`src/rtl/rs_gate_pkg.sv`:
```
package rs_gate_pkg;

  typedef enum logic {
    SRC_HALF_RATE = 1'b0,
    SRC_CORE      = 1'b1
  } win_src_e;

  function automatic int unsigned slot_bits(input int unsigned slots);
    return (slots > 1) ? $clog2(slots) : 1;
  endfunction

endpackage

```
`src/rtl/rs_slot_counter.sv`:
```
module rs_slot_counter #(
  parameter int unsigned SLOTS = 4,
  parameter int unsigned PW    = rs_gate_pkg::slot_bits(SLOTS)
) (
  input  logic          clk,
  input  logic          rst,
  output logic [PW-1:0] slot,
  output logic          period_end
);

  localparam logic [PW-1:0] LAST_SLOT = PW'(SLOTS - 1);

  logic [PW-1:0] slot_q;

  always_ff @(posedge clk) begin
    if (rst) begin
      slot_q <= '0;
    end else if (slot_q == LAST_SLOT) begin
      slot_q <= '0;
    end else begin
      slot_q <= slot_q + PW'(1);
    end
  end

  assign slot       = slot_q;
  assign period_end = (slot_q == LAST_SLOT);

endmodule

```
`src/rtl/rs_word_serializer.sv`:
```
module rs_word_serializer #(
  parameter int unsigned SLOTS = 4,
  parameter int unsigned PW    = rs_gate_pkg::slot_bits(SLOTS)
) (
  input  logic             clk,
  input  logic             rst,
  input  logic             take,
  input  logic [SLOTS-1:0] word_in,
  input  logic [PW-1:0]    slot,
  output logic [SLOTS-1:0] held,
  output logic             slot_bit
);

  logic [SLOTS-1:0] held_q;

  always_ff @(posedge clk) begin
    if (rst) begin
      held_q <= '0;
    end else if (take) begin
      held_q <= word_in;
    end
  end

  assign held     = held_q;
  assign slot_bit = held_q[slot];

endmodule

```
`src/rtl/rs_window_gate.sv`:
```
module rs_window_gate #(
  parameter int unsigned STROBES = 2
) (
  input  logic               clk,
  input  logic               rst,
  input  logic               src_sel,
  input  logic               hr_bit,
  input  logic               core_bit,
  input  logic [STROBES-1:0] strobe_in,
  output logic [STROBES-1:0] strobe_out,
  output logic               win_pos,
  output logic               win_neg,
  output logic               win_open
);

  import rs_gate_pkg::*;

  win_src_e src;
  logic     pick;
  logic     pos_q;
  logic     neg_q;

  assign src  = win_src_e'(src_sel);
  assign pick = (src == SRC_CORE) ? core_bit : hr_bit;

  always_ff @(posedge clk) begin
    if (rst) pos_q <= 1'b0;
    else     pos_q <= pick;
  end

  always_ff @(negedge clk) begin
    if (rst) neg_q <= 1'b0;
    else     neg_q <= pos_q;
  end

  assign win_pos  = pos_q;
  assign win_neg  = neg_q;
  assign win_open = pos_q & neg_q;

  for (genvar g = 0; g < STROBES; g++) begin : g_lane
    assign strobe_out[g] = strobe_in[g] & win_open;
  end

endmodule

```
`src/rtl/rs_postamble_gate.sv`:
```
module rs_postamble_gate #(
  parameter int unsigned SLOTS   = 4,
  parameter int unsigned STROBES = 2
) (
  input  logic               clk,
  input  logic               rst,
  input  logic               src_sel,
  input  logic [SLOTS-1:0]   hr_req,
  input  logic               core_en,
  input  logic [STROBES-1:0] dqs_in,
  output logic [STROBES-1:0] dqs_gated
);

  localparam int unsigned PW = rs_gate_pkg::slot_bits(SLOTS);

  logic [PW-1:0]    slot;
  logic             period_end;
  logic [SLOTS-1:0] held;
  logic             hr_bit;
  logic             win_pos;
  logic             win_neg;
  logic             win_open;

  rs_slot_counter #(.SLOTS(SLOTS), .PW(PW)) u_cnt (
    .clk        (clk),
    .rst        (rst),
    .slot       (slot),
    .period_end (period_end)
  );

  rs_word_serializer #(.SLOTS(SLOTS), .PW(PW)) u_ser (
    .clk      (clk),
    .rst      (rst),
    .take     (period_end),
    .word_in  (hr_req),
    .slot     (slot),
    .held     (held),
    .slot_bit (hr_bit)
  );

  rs_window_gate #(.STROBES(STROBES)) u_gate (
    .clk        (clk),
    .rst        (rst),
    .src_sel    (src_sel),
    .hr_bit     (hr_bit),
    .core_bit   (core_en),
    .strobe_in  (dqs_in),
    .strobe_out (dqs_gated),
    .win_pos    (win_pos),
    .win_neg    (win_neg),
    .win_open   (win_open)
  );

endmodule

```
`config.mk`:
```
export PLATFORM = sky130hd
export DESIGN_NAME = rs_postamble_gate
export DESIGN_NICKNAME = d
export VERILOG_FILES = /design/src/rtl/rs_gate_pkg.sv /design/src/rtl/rs_slot_counter.sv /design/src/rtl/rs_word_serializer.sv /design/src/rtl/rs_window_gate.sv /design/src/rtl/rs_postamble_gate.sv
export SDC_FILE = /design/constraint.sdc
export NUM_CORES = 1
export LEC_CHECK = 0
export ABC_AREA = 1
export ABC_CLOCK_PERIOD_IN_PS = 1800
export BUFFER_PORTS_ARGS = -buffer_cell sky130_fd_sc_hd__buf_2
export CELL_PAD_IN_SITES_DETAIL_PLACEMENT = 1
export CELL_PAD_IN_SITES_GLOBAL_PLACEMENT = 2
export CORE_AREA = 2 2 39 41
export CTS_BUF_LIST = sky130_fd_sc_hd__clkbuf_4 sky130_fd_sc_hd__clkbuf_8
export CTS_CLUSTER_SIZE = 25
export DETAILED_ROUTE_END_ITERATION = 10
export DIE_AREA = 0 0 41 43
export PLACE_DENSITY = 0.82
export SLEW_MARGIN = 20
export SYNTH_ARGS = -nofsm -noshare
export SYNTH_HDL_FRONTEND = slang
export SYNTH_SLANG_ARGS = --single-unit
```
`constraint.sdc`:
```
create_clock -name clk -period 1.8 [get_ports clk]
set_input_delay 0.36 -clock clk [delete_from_list [all_inputs] [get_ports clk]]
set_output_delay 0.36 -clock clk [all_outputs]
set_load 0.01 [all_outputs]
```
==> qor.txt <==
Outcome -> finished, violations left
Failing checks -> negative setup slack
Multiplexer share of the synthesized area -> 0%
Clock Skew -> 0.0531 ns
Routed len/inst -> 9.90 um
Finished Layout Cells -> 73
TritonRoute pass-1 iters -> 2
Mean Syn Cell Area -> 7.75 sq um
Max VDD drop -> 0.000231 V
Setup ws final -> -0.348 ns
Worst r2r src -> u_gate.win_pos$_SDFF_PP0_
Clk buf depth -> 2
Cell Pwr Density -> 942 nW/um^2
Vias in the first global route -> 344
RSZ-0062 raised after global routing -> yes
H-tree lvl count -> 1
Synth Net Count -> 53
Hold WC Path Type -> in2reg
Num ports -> 12
Highest-count cells in the layout ignoring fill and taps -> 9 x buf_2, 7 x inv_1, 7 x nor2_1, 7 x nand2_1, 7 x dfxtp_1
Largest net degree at the start of global routing -> 8
Fraction of layout cells with a size suffix above 1 -> 35.1%
CORE AREA -> 1380 sq um
WP data arrival -> 1.79 ns
Synth Area in XOR/XNOR -> 0%
Slew headroom -> 85.4%
FF+latch count, synth -> 8
Initial Util -> 23.5%
Die footprint -> 1760 sq um
FP Rows -> 14
HPWL Detailed -> 554 um
Commonest non-fill, non-tap cell in the layout -> buf_2
First-pass GRT wire length -> 1.29 mm
Startpoint Class -> flip-flop
Flop pwr share -> 47.8%
Worst-margin pin slew -> 0.216 ns
Critical path startpoint -> u_gate.win_neg$_SDFF_NP0_
Input/output buffers -> 11
# DRC -> 0
Placed instance count -> 69
Area fraction in compound gates after synthesis -> 10.4%
GP Congestion -> 0.646
Reg clk slew, reported paths -> 0.06 ns
Fin Setup TNS -> -0.694 ns
P&R area growth vs syn -> 39.6%
Req. time, crit path -> 1.44 ns
Combinational Power Share -> 11.4%
Slowest stage delay, CP -> 0.31 ns
Mapped Area -> 325 sq um
Worst hold path depth -> 3
Count of cell types in the netlist -> 13
CP Class -> reg2out
Clock latency at the later pin of the worst-skew pair -> 0.30 ns
Worst Reg2Reg Path Length in Cells -> 2
Fin nets -> 69
Antenna Nets Post-Route -> 0
Final setup viols -> 2
Switching pwr -> 107 uW
Final hold viol count -> 0
Max cap viols -> 0
Mapped Cells -> 42
R2r setup slk -> 0.41 ns
Drt first-iter violations -> 2
Slowest stage cell, crit path -> dfxtp_2
Grt ovf -> 0
DR vias -> 322
Root Buffer -> clkbuf_4
Clk sinks -> 8
Initial antenna violation count -> 0
Crit-path max FO -> 2
Reg2Reg Capture Point -> u_gate.win_neg$_SDFF_NP0_
Num CTS Buffers -> 3
DR vias/cell -> 4.41
Leak -> 0.000216 uW
Crit-path cells -> and3_4, buf_6
Synth Area in Adders -> 3.85%
Net Sw Frac -> 25.1%
DRT Wirelength -> 723 um
Max Slew Vio Count -> 0
Gr usage total -> 11.4%
CP endpoint -> dqs_gated[0]
Post-CTS Setup Repair Bufs -> 0
Clock share of power -> 40.8%
Largest family of logic cells by synthesized area -> simple AND/OR/NAND/NOR gates
Die width -> 41 um
CTS tree -> done
Cts hold-fix bufs -> 0
Syn. warnings -> 0
Critical Path Sink Type -> primary output
Synth Area in Simple Gates -> 28.5%
Post-synthesis sequential area ratio -> 49.2%
Die height -> 43 um
Antenna cells -> 0
Final hold slack -> 0.315 ns
Internal Power -> 321 uW
## synthesized netlist by cell type, drive strengths merged
cell type,count,share of area (%)
and3,2,3.8
nor2,7,8.1
dfxtp,8,49
nor3b,1,2.3
nor3,1,1.5
nand3,2,4.6
inv,7,8.1
o21ai,4,6.2
nand2,7,8.1
ha,1,3.8
a21oi,2,4.2
## flip-flops by register name (all words and copies together), names as in the netlist
signal and count:
u_gate.win_pos 1, u_ser.held 4, u_cnt.slot 2, u_gate.win_neg 1
## cells by family after synthesis
group | Yosys count
and+or+nand+nor | 20
DFF | 8
buffers and inverters | 7
AOI/OAI and AO/OA | 6
adders and majority gates | 1
## how the worst min path moves through the flow
stage | to | slack [ns] | startpoint
after CTS | u_ser.held[2]$_SDFFE_PP0N_ | 0.32 | hr_req[2]
after floorplan | u_ser.held[0]$_SDFFE_PP0N_ | 0.43 | rst
after detailed placement | u_ser.held[0]$_SDFFE_PP0N_ | 0.46 | u_ser.held[0]$_SDFFE_PP0N_
after global placement | u_ser.held[0]$_SDFFE_PP0N_ | 0.46 | u_ser.held[0]$_SDFFE_PP0N_
after global routing | u_ser.held[0]$_SDFFE_PP0N_ | 0.33 | rst
final | u_ser.held[2]$_SDFFE_PP0N_ | 0.32 | hr_req[2]
## area by class of cell
class,count,area (sq um)
clock inverter,1,3.75
fill,174,930
multi-input combinational,27,149
timing repair buffer,11,67.6
tap,16,20.0
inverter,6,22.5
sequential,8,161
clock buffer,4,30.0
## worst max-delay path, delay by kind of cell (launching register included)
family	cells	cell delay, ns
AND/OR/NAND/NOR	1	0.18
flip-flops	1	0.31
buffers and inverters	1	0.09
## power groups by stage
stage	registers (uW)	clock network [uW]	logic, uW
after floorplan	204	6.95	31.2
after global placement	207	6.95	47.0
after detailed placement	208	6.95	48.3
after CTS	204	181	49.2
after global routing	207	191	58.8
final	204	175	49.0
## routing by layer
metal,GRT usage [%],vias to the layer above,routed length [um]
li1,-,163,-
met1,11.9,145,320
met2,16.6,10,337
met3,3.14,4,33
met4,12.0,0,32
met5,0,-,0
## per-stage QoR
step                      utilization, %  power (uW)  area [sq um]  worst slack [ns]
after floorplan                        -         242           325            0.0612
after global placement              28.9         261           400           -0.0149
after detailed placement            28.9         263           400           -0.0422
after CTS                           32.0         435           443            -0.365
after global routing                32.8         457           454            -0.382
final                               32.8         428           454            -0.348
## timing repair
item,CTS,global route
pin swaps,1,1
resized for setup,3,2
endpoints found under the setup margin,2,2
No activity file was read; power rests on OpenSTA's default activity.
